$ cat src/rtl/rvi_pkg.sv
package rvi_pkg;

    typedef struct packed {
        logic       bsync;
        logic [2:0] erdi_val;
        logic       erdi_man;
        logic       erdi_sel;
        logic       rdi_val;
        logic       rdi_man;
        logic       rfi_val;
        logic       rfi_man;
        logic       rei_en;
        logic       upsr;
    } ch_cfg_t;

    typedef struct packed {
        logic tim;
        logic plm;
        logic uneq;
        logic lop;
        logic ais;
    } defect_t;

    typedef struct packed {
        logic [2:0] erdi;
        logic       rdi;
        logic       rfi;
        logic       rei;
    } rx_oh_t;

    typedef enum logic {
        BIP_CLEAN,
        BIP_ERRORED
    } bip_st_t;

    typedef enum logic [1:0] {
        SRC_MANUAL,
        SRC_RING,
        SRC_AUTO
    } src_t;

    typedef enum logic [1:0] {
        ERDI_NONE,
        ERDI_PAYLOAD,
        ERDI_SERVER,
        ERDI_CONN
    } erdi_cls_t;

    localparam logic [2:0] Z7_NONE    = 3'b001;
    localparam logic [2:0] Z7_PAYLOAD = 3'b010;
    localparam logic [2:0] Z7_SERVER  = 3'b101;
    localparam logic [2:0] Z7_CONN    = 3'b110;

    function automatic src_t pick_src(input logic man, input logic ring);
        if (man)
            return SRC_MANUAL;
        else if (ring)
            return SRC_RING;
        else
            return SRC_AUTO;
    endfunction

endpackage

$ cat src/rtl/rvi_cfg_bank.sv
module rvi_cfg_bank
    import rvi_pkg::*;
#(
    parameter int NCH = 28,
    parameter int CHW = $clog2(NCH + 1)
) (
    input  logic           clk,
    input  logic           rst_n,
    input  logic           wr_en,
    input  logic [CHW-1:0] wr_ch,
    input  ch_cfg_t        wr_data,
    input  logic [CHW-1:0] rd_ch,
    output ch_cfg_t        rd_cfg
);

    ch_cfg_t bank [NCH];

    for (genvar g = 0; g < NCH; g++) begin : g_ch
        localparam logic [CHW-1:0] MY_CH = CHW'(g + 1);
        always_ff @(posedge clk or negedge rst_n) begin
            if (!rst_n)
                bank[g] <= '0;
            else if (wr_en && wr_ch == MY_CH)
                bank[g] <= wr_data;
        end
    end

    always_comb begin
        rd_cfg = '0;
        for (int i = 0; i < NCH; i++) begin
            if (rd_ch == CHW'(i + 1))
                rd_cfg = bank[i];
        end
    end

endmodule

$ cat src/rtl/rvi_bip_track.sv
module rvi_bip_track
    import rvi_pkg::*;
#(
    parameter int NCH = 28,
    parameter int CHW = $clog2(NCH + 1)
) (
    input  logic           clk,
    input  logic           rst_n,
    input  logic           svc_vld,
    input  logic [CHW-1:0] svc_ch,
    input  logic           svc_mf,
    input  logic           bip_err,
    output logic           err_seen
);

    logic [NCH-1:0] errored;

    for (genvar g = 0; g < NCH; g++) begin : g_ch
        localparam logic [CHW-1:0] MY_CH = CHW'(g + 1);
        bip_st_t st, st_nxt;
        logic    hit;

        assign hit = svc_vld && (svc_ch == MY_CH);

        always_ff @(posedge clk or negedge rst_n) begin
            if (!rst_n)
                st <= BIP_CLEAN;
            else
                st <= st_nxt;
        end

        always_comb begin
            st_nxt = st;
            unique case (st)
                BIP_CLEAN:   if (hit && !svc_mf && bip_err) st_nxt = BIP_ERRORED;
                BIP_ERRORED: if (hit && svc_mf)             st_nxt = BIP_CLEAN;
            endcase
        end

        assign errored[g] = (st == BIP_ERRORED);
    end

    always_comb begin
        err_seen = bip_err;
        for (int i = 0; i < NCH; i++) begin
            if (svc_ch == CHW'(i + 1) && errored[i])
                err_seen = 1'b1;
        end
    end

endmodule

$ cat src/rtl/rvi_ind_encode.sv
module rvi_ind_encode
    import rvi_pkg::*;
(
    input  ch_cfg_t    cfg,
    input  defect_t    def,
    input  logic       auto_ais,
    input  logic       rai,
    input  logic       err_seen,
    input  rx_oh_t     rx,
    output logic       rei,
    output logic       rfi,
    output logic       rdi,
    output logic [2:0] z7
);

    logic      auto_rfi;
    logic      auto_rdi;
    logic      bit_rdi;
    logic [2:0] auto_z7;
    logic [2:0] erdi_code;
    erdi_cls_t cls;

    always_comb begin
        auto_rfi = def.ais | def.lop | def.uneq | def.tim | (cfg.bsync & rai);
        auto_rdi = def.ais | def.lop | def.uneq | def.plm | auto_ais;

        if (def.ais || def.lop)
            cls = ERDI_SERVER;
        else if (def.uneq || def.tim)
            cls = ERDI_CONN;
        else if (def.plm)
            cls = ERDI_PAYLOAD;
        else
            cls = ERDI_NONE;

        unique case (cls)
            ERDI_NONE:    auto_z7 = Z7_NONE;
            ERDI_PAYLOAD: auto_z7 = Z7_PAYLOAD;
            ERDI_SERVER:  auto_z7 = Z7_SERVER;
            ERDI_CONN:    auto_z7 = Z7_CONN;
        endcase
    end

    always_comb begin
        unique case (pick_src(1'b0, cfg.upsr))
            SRC_MANUAL: rei = 1'b0;
            SRC_RING:   rei = cfg.rei_en & rx.rei;
            SRC_AUTO:   rei = cfg.rei_en & err_seen;
            default:    rei = 1'b0;
        endcase

        unique case (pick_src(cfg.rfi_man, cfg.upsr))
            SRC_MANUAL: rfi = cfg.rfi_val;
            SRC_RING:   rfi = rx.rfi;
            SRC_AUTO:   rfi = auto_rfi;
            default:    rfi = 1'b0;
        endcase

        unique case (pick_src(cfg.rdi_man, cfg.upsr))
            SRC_MANUAL: bit_rdi = cfg.rdi_val;
            SRC_RING:   bit_rdi = rx.rdi;
            SRC_AUTO:   bit_rdi = auto_rdi;
            default:    bit_rdi = 1'b0;
        endcase

        unique case (pick_src(cfg.erdi_man, cfg.upsr))
            SRC_MANUAL: erdi_code = cfg.erdi_val;
            SRC_RING:   erdi_code = rx.erdi;
            SRC_AUTO:   erdi_code = auto_z7;
            default:    erdi_code = 3'b000;
        endcase

        if (cfg.erdi_sel) begin
            z7  = erdi_code;
            rdi = erdi_code[2];
        end else begin
            z7  = 3'b000;
            rdi = bit_rdi;
        end
    end

endmodule

$ cat src/rtl/rvi_gen.sv
module rvi_gen
    import rvi_pkg::*;
#(
    parameter int NCH = 28,
    parameter int CHW = 5
) (
    input  logic           clk,
    input  logic           rst_n,
    input  logic           cfg_we,
    input  logic [CHW-1:0] cfg_ch,
    input  logic [11:0]    cfg_wdata,
    input  logic           svc_vld,
    input  logic [CHW-1:0] svc_ch,
    input  logic           svc_mf,
    input  logic [4:0]     svc_def,
    input  logic           svc_auto_ais,
    input  logic           svc_rai,
    input  logic           svc_bip_err,
    input  logic [5:0]     svc_rx_oh,
    output logic           out_vld,
    output logic [CHW-1:0] out_ch,
    output logic           out_rei,
    output logic           out_rfi,
    output logic           out_rdi,
    output logic [2:0]     out_z7
);

    localparam logic [CHW-1:0] CH_MAX = CHW'(NCH);

    logic    svc_ok;
    logic    cfg_ok;
    ch_cfg_t cur_cfg;
    logic    err_seen;
    logic    n_rei, n_rfi, n_rdi;
    logic [2:0] n_z7;

    assign svc_ok = svc_vld && (svc_ch != '0) && (svc_ch <= CH_MAX);
    assign cfg_ok = cfg_we && (cfg_ch != '0) && (cfg_ch <= CH_MAX);

    rvi_cfg_bank #(.NCH(NCH), .CHW(CHW)) u_cfg (
        .clk     (clk),
        .rst_n   (rst_n),
        .wr_en   (cfg_ok),
        .wr_ch   (cfg_ch),
        .wr_data (ch_cfg_t'(cfg_wdata)),
        .rd_ch   (svc_ch),
        .rd_cfg  (cur_cfg)
    );

    rvi_bip_track #(.NCH(NCH), .CHW(CHW)) u_bip (
        .clk      (clk),
        .rst_n    (rst_n),
        .svc_vld  (svc_ok),
        .svc_ch   (svc_ch),
        .svc_mf   (svc_mf),
        .bip_err  (svc_bip_err),
        .err_seen (err_seen)
    );

    rvi_ind_encode u_enc (
        .cfg      (cur_cfg),
        .def      (defect_t'(svc_def)),
        .auto_ais (svc_auto_ais),
        .rai      (svc_rai),
        .err_seen (err_seen),
        .rx       (rx_oh_t'(svc_rx_oh)),
        .rei      (n_rei),
        .rfi      (n_rfi),
        .rdi      (n_rdi),
        .z7       (n_z7)
    );

    always_ff @(posedge clk or negedge rst_n) begin
        if (!rst_n) begin
            out_vld <= 1'b0;
            out_ch  <= '0;
            out_rei <= 1'b0;
            out_rfi <= 1'b0;
            out_rdi <= 1'b0;
            out_z7  <= 3'b000;
        end else begin
            out_vld <= svc_ok && svc_mf;
            if (svc_ok && svc_mf) begin
                out_ch  <= svc_ch;
                out_rei <= n_rei;
                out_rfi <= n_rfi;
                out_rdi <= n_rdi;
                out_z7  <= n_z7;
            end
        end
    end

endmodule

$ cat config.mk
export PLATFORM = sky130hd
export DESIGN_NAME = rvi_gen
export DESIGN_NICKNAME = d
export VERILOG_FILES = /design/src/rtl/rvi_pkg.sv /design/src/rtl/rvi_cfg_bank.sv /design/src/rtl/rvi_bip_track.sv /design/src/rtl/rvi_ind_encode.sv /design/src/rtl/rvi_gen.sv
export SDC_FILE = /design/constraint.sdc
export NUM_CORES = 1
export LEC_CHECK = 0
export BUFFER_PORTS_ARGS = -buffer_cell sky130_fd_sc_hd__clkbuf_2
export CAP_MARGIN = 5
export CORE_UTILIZATION = 30
export CTS_BUF_LIST = sky130_fd_sc_hd__clkbuf_4 sky130_fd_sc_hd__clkbuf_8 sky130_fd_sc_hd__clkbuf_16
export DETAILED_ROUTE_END_ITERATION = 10
export GPL_TIMING_DRIVEN = 0
export RECOVER_POWER = 25
export SKIP_CTS_REPAIR_TIMING = 1
export SLEW_MARGIN = 20
export SYNTH_ARGS = -nofsm -noshare
export SYNTH_HDL_FRONTEND = slang
export SYNTH_SLANG_ARGS = --single-unit
$ cat constraint.sdc
create_clock -name clk -period 2.9 [get_ports clk]
set_clock_uncertainty 0.1 [all_clocks]
set_input_delay 0.435 -clock clk [delete_from_list [all_inputs] [get_ports clk]]
set_output_delay 0.435 -clock clk [all_outputs]
set_load 0.03 [all_outputs]
# Word-level counts from Yosys, hierarchy flattened
# Index checks and enable logic that the tools add are counted.
[classes]
order_cmp = 2
n_eq_ne = 67
mux = 154
n_bitwise = 37
n_reduce_logical = 182
[ops]
columns = ["op", "n"]
rows = [
  ["2-to-1 mux 12 bit", 28],
  ["logical AND 1 bit", 173],
  ["equality test 5 bit, second input constant", 26],
  ["2-to-1 mux 1 bit", 86],
  ["equality test 5 x 4 -> 1 bit, second input constant", 16],
  ["one-hot mux 1 bit (2 select lines)", 29],
  ["equality test 5 x 3 -> 1 bit, second input constant", 8],
  ["inverter 1 bit", 28],
  ["equality test 5 x 2 -> 1 bit, second input constant", 4],
  ["equality test 2 bit, second input constant", 6],
  ["2-to-1 mux 2 bit", 6],
  ["one-hot mux 3 bit (4 select lines)", 1],
  ["equality test 2 x 1 -> 1 bit, second input constant", 5],
  ["equality test 5 x 1 -> 1 bit, second input constant", 2],
  ["less-or-equal comparator 5 bit, second input constant", 2],
  ["nonzero test 5 bit", 2],
  ["one-hot mux 3 bit (3 select lines)", 1],
  ["logical NOT 2 bit", 4],
  ["OR 1 bit", 6],
  ["one-hot mux 1 bit (3 select lines)", 2],
  ["bitwise AND 1 bit", 3],
  ["2-to-1 mux 3 bit", 1],
  ["logical OR 1 bit", 2],
  ["logical NOT 1 bit", 1],
]
[word_totals]
reg_bits = 376
inputBits = 41
output_inout_bits = 12
elab_cells = 756

# Depth between registers and ports, before layout
[depth]
ltp_word = 34
mapped_depth = 13
depth_no_buf = 8

# Modules after synthesis
# A second synthesis with hierarchy kept.
[unflattened]
cells_unflattened = 1662
hier_area_um2 = 19243.5
[modules_own_cells]
columns = ["mod", "instances", "cells_each", "area_per_inst_um2", "seq_area_each_um2"]
rows = [
  ["rvi_cfg_bank", 1, 1413, 16863.7, 8408.1],
  ["rvi_bip_track", 1, 161, 1545.2, 700.7],
  ["rvi_gen", 1, 62, 641.9, 300.3],
  ["rvi_ind_encode", 1, 26, 192.7, 0.0],
]

# Worst setup path before layout
# OpenSTA, ideal clock, no wires.
[synth_timing]
path_kind = "input to register"
from = "in svc_ch[1]"
to = "reg out_rdi"
setup_time_ps = 128
t_arrival_ps = 2312
required_ps = 2672
path_slack_ps = 360
cell_stages = 9
path_buffers = 1
path_cell_list = "buf_6 -> mux2_1 -> a221o_1 -> o211ai_2 -> a41oi_2 -> o21ai_2 -> mux2_4 -> a221oi_2 -> o22ai_1"
[synth_between]
elab_chain_cells = 34
elab_cells_between_ends = 73
classes_between = "order compare: 1; eq/ne: 32; mux: 34; reduce/logical: 6"
[synth_rtl]
columns = ["item", "line", "rtl"]
rows = [
  ["from (decl)", "rvi_gen.sv:13", "input logic [CHW-1:0] svc_ch,"],
  ["equality test 5 x 1 -> 1 bit", "rvi_cfg_bank.sv:31", "if (rd_ch == CHW'(i + 1))"],
  ["2-to-1 mux 12 bit (28 in a row)", "rvi_cfg_bank.sv:31", ""],
  ["2-to-1 mux 2 bit", "rvi_pkg.sv:57", "else if (ring)"],
  ["2-to-1 mux 2 bit", "rvi_pkg.sv:55", "if (man)"],
  ["equality test 2 bit (tied with other cells)", "rvi_ind_encode.sv:59", "unique case (pick_src(cfg.rdi_man, cfg.upsr))"],
  ["one-hot mux 1 bit (3 select lines) or one-hot mux 3 bit (3 select lines) (tied branches)", "rvi_ind_encode.sv:59, rvi_ind_encode.sv:66", ""],
  ["2-to-1 mux 1 bit", "rvi_ind_encode.sv:73", "if (cfg.erdi_sel) begin"],
  ["to (signal assigned)", "rvi_gen.sv:87", "out_rdi <= n_rdi;"],
  ["to (decl)", "rvi_gen.sv:24", "output logic out_rdi,"],
]
# Several ways; a longest one is shown, not always the timed one.
# A chain may end at the register's enable or synchronous reset.

# Final worst setup path
[layout_timing]
from = "in svc_ch[0]"
to = "reg out_rei"
[layout_between]
elab_chain_cells = 32
elab_cells_between_ends = 123
classes_between = "order compare: 1; eq/ne: 30; mux: 58; bitwise: 2; reduce/logical: 32"
[layout_rtl]
columns = ["item", "line", "rtl"]
rows = [
  ["equality test 5 x 1 -> 1 bit", "rvi_cfg_bank.sv:31, rvi_bip_track.sv:46", ""],
  ["2-to-1 mux 12 bit or logical AND 1 bit (tied branches)", "rvi_cfg_bank.sv:31, rvi_bip_track.sv:46", ""],
  ["2-to-1 mux 12 bit or 2-to-1 mux 1 bit (tied branches) (27 in a row)", "rvi_cfg_bank.sv:31, rvi_bip_track.sv:46", ""],
  ["2-to-1 mux 2 bit or 2-to-1 mux 1 bit (tied branches)", "rvi_pkg.sv:57, rvi_bip_track.sv:46", ""],
  ["equality test 2 bit (tied with other cells)", "rvi_ind_encode.sv:45", "unique case (pick_src(1'b0, cfg.upsr))"],
  ["one-hot mux 1 bit (2 select lines)", "rvi_ind_encode.sv:45", ""],
  ["to (signal assigned)", "rvi_gen.sv:85", "out_rei <= n_rei;"],
  ["to (decl)", "rvi_gen.sv:22", "output logic out_rei,"],
]
# Several ways; a longest one is shown, not always the timed one.

==> run metrics <==
status=finished, violations left; failing checks=capacitance limit, slew limit; post-DR wirelength/cell=31.48 um; max-cap check violation count=1; syn nets=1653; initial core utilization=30.49%; Critical Path RT=3.27 ns; Ant. Diodes=0; Syn Area/Cell=11.72 um2; Die H=252.9 um; post-synthesis register bit count=376; Via Count=15.24k; Worst Hold Class=in -> reg; post-synthesis instance total=1612; Via density=5.936; clock network power share=36.9%; layout cell share with drive strength beyond 1=34.97%; Sw Pwr=4.396 mW; # clock sinks=376; Final min period=2.892 ns; Ports=53; Worst setup startpoint=svc_ch[0]; switching share of power=28.96%; Fmax=345.8 MHz; CP endpoint kind=flip-flop; Post-synth EDFFs=0; drt first pass iters=8; YS warnings=0; Placed Cells=2488; PwrDens=694.5 mW/mm2; startpoint types=input pin; initial antenna violation count=2; die width=252.9 um; htree depth=2; actual slew at the worst max-slew pin=1.510 ns; Cell Area, Synth=0.01889 mm2; Core Box Area=0.06194 mm2; post-route ant nets=0; IO buf count=33; remaining global-route overflow=0; part of the Yosys area used for sequential elements=49.82%; gr usage total=25.24%; crit path kind=in -> reg; Clock Tree Root=clkbuf_16; Rel. slew slack=-0.6845%; endpoints failing setup=0; fin crit share=99.73%; CTS buffer count=41; initial DRC count=2088; DRC=0; number of global-route vias before repair=15.22k; global-route wire length before repair=113.4 mm; largest net degree at the start of global routing=92; Worst EP arrival=3.26 ns; layout overhead on the synthesized area=15.75%; commonest non-fill, non-tap cell in the layout=dfrtp_1; pre-CTS setup slack=-1.111 ns; Top FF cell, synth=dfrtp_1; nets=1741; RSZ-0062 raised after global routing=false; combinational power share=17.5%; Worst Path Max Fanout=10; sequential power share=45.6%; Worst-path clk slew=0.06 ns; Leak=9.452 nW; Hold Crit Start=svc_mf; clock latency on the worst-skew pair=0.58 ns; Reg-to-Reg Start=u_cfg.bank[300]; VDD IR-drop max=0.4327 mV; hpwl dp=55.97 mm; final worst slack=0.007755 ns; distinct cell type count after synthesis=91; fraction of registers with async set or reset after synthesis=100.0%; die area=0.06396 mm2; clock buffer depth=3; Pint=10.79 mW; num rows=91; TritonCTS clock tree=yes; Final Non-Filler Cells=2567; Max Slew Vio Count=55; GP Congestion=1.010; final hold vios=0; routed wire length=80.81 mm; most frequent cells in the layout=376 x dfrtp_1, 349 x mux2_2, 113 x a21oi_1
[worst max-delay path, stage by stage]
cell      delay, ns
buf_2          0.18
or2_0          0.24
clkbuf_1       0.22
buf_2          0.32
nor2_2         0.65
buf_2          0.46
a221oi_1       0.15
o31ai_1        0.11
nor3_1         0.14
o41ai_1        0.34
[power by group through the flow]
| stage | clock (mW) | sequential, mW | combinational [mW] |
|---|---|---|---|
| global route | 5.83 | 7.01 | 2.81 |
| detailed placement | 0 | 6.99 | 2.57 |
| floorplan | 0 | 6.78 | 1.70 |
| CTS | 5.63 | 6.90 | 2.57 |
| finish | 5.60 | 6.92 | 2.66 |
| global placement | 0 | 6.95 | 2.48 |
[cell usage after synthesis (8+ instances only)]
| cell | count | area [um2] |
|---|---|---|
| clkbuf_1 | 78 | 292.8 |
| nor2_1 | 62 | 232.7 |
| nand3_1 | 28 | 140.1 |
| a21oi_1 | 114 | 570.6 |
| a2bb2oi_1 | 9 | 78.83 |
| nor3_1 | 19 | 95.09 |
| buf_6 | 11 | 123.9 |
| and3_1 | 8 | 50.05 |
| a22oi_1 | 14 | 105.1 |
| o221ai_1 | 13 | 113.9 |
| nor2b_1 | 15 | 93.84 |
| a211oi_1 | 8 | 60.06 |
| buf_4 | 15 | 112.6 |
| o211ai_1 | 11 | 82.58 |
| a31oi_1 | 17 | 106.4 |
| nand2_1 | 68 | 255.2 |
| mux4_2 | 10 | 225.2 |
| buf_2 | 37 | 185.2 |
| nand2b_1 | 25 | 156.4 |
| mux2_2 | 349 | 3930 |
| o21ai_0 | 59 | 295.3 |
| mux2i_1 | 42 | 420.4 |
| o22ai_1 | 30 | 187.7 |
| buf_1 | 16 | 60.06 |
| dfrtp_1 | 376 | 9409 |
| inv_1 | 8 | 30.03 |
[metal layers]
layer  part of all wire (%)  global-route usage [%]  wire length, um
met1                     41                   33.02            32740
met2                     43                   37.90            34890
met3                     10                   6.384             8156
met4                    6.2                   14.16             5018
met5                      0                       0                0
[stage by stage]
step                      total power [mW]  instance area, um2  hold WS (ns)  setup TNS [ns]  util, %
after floorplan                      8.475               18890       0.03941               0        -
after global placement               9.433               20100        0.3625        -2713.22    32.45
after detailed placement             9.553               20270        0.3485          -36.29    32.72
after CTS                            15.10               21680       -0.2501          -4.954    35.00
after global routing                 15.66               21860       0.05867               0    35.29
final                                15.18               21860       0.01784               0    35.29
[final timing paths]
| path | to | slack [ns] | cells past startpoint |
|---|---|---|---|
| max reg2reg | out_rdi | 0.12 | 9 |
| min | u_bip.g_ch[27].st | 0.02 | 2 |
| max in group asynchronous | u_cfg.bank[229] | 0.44 | 3 |
| max | out_rei | 0.008 | 10 |
| min in group asynchronous | u_cfg.bank[129] | 0.67 | 2 |
| min reg2reg | out_z7[1] | 0.38 | 2 |
[flip-flops by register name, indices dropped and copies added, names as in the netlist]
name           count
u_bip.g_ch.st     28
u_cfg.bank       336
out_vld            1
out_ch             5
out_rdi            1
out_rei            1
out_z7             3
out_rfi            1
[final cells by class]
class                      instances  area (um2)
buffer                           154       824.5
clock buffer                      58        1216
clock inverter                    15       195.2
fill                            6225       40080
inverter                          12       45.04
multi-input combinational       1067        8746
sequential                       376        9409
tap                              837        1047
timing repair buffer              48       376.6
[kinds of logic after synthesis]
group                  count (synthesis)  share of synthesized area [%]
multiplexers                         404                          24.45
AO/OA/AOI/OAI                        377                          13.24
flip-flops                           376                          49.82
AND/OR/NAND/NOR                      286                          8.149
buffers and inverters                169                          4.339
Note: power is estimated with default switching activity, not from simulation.
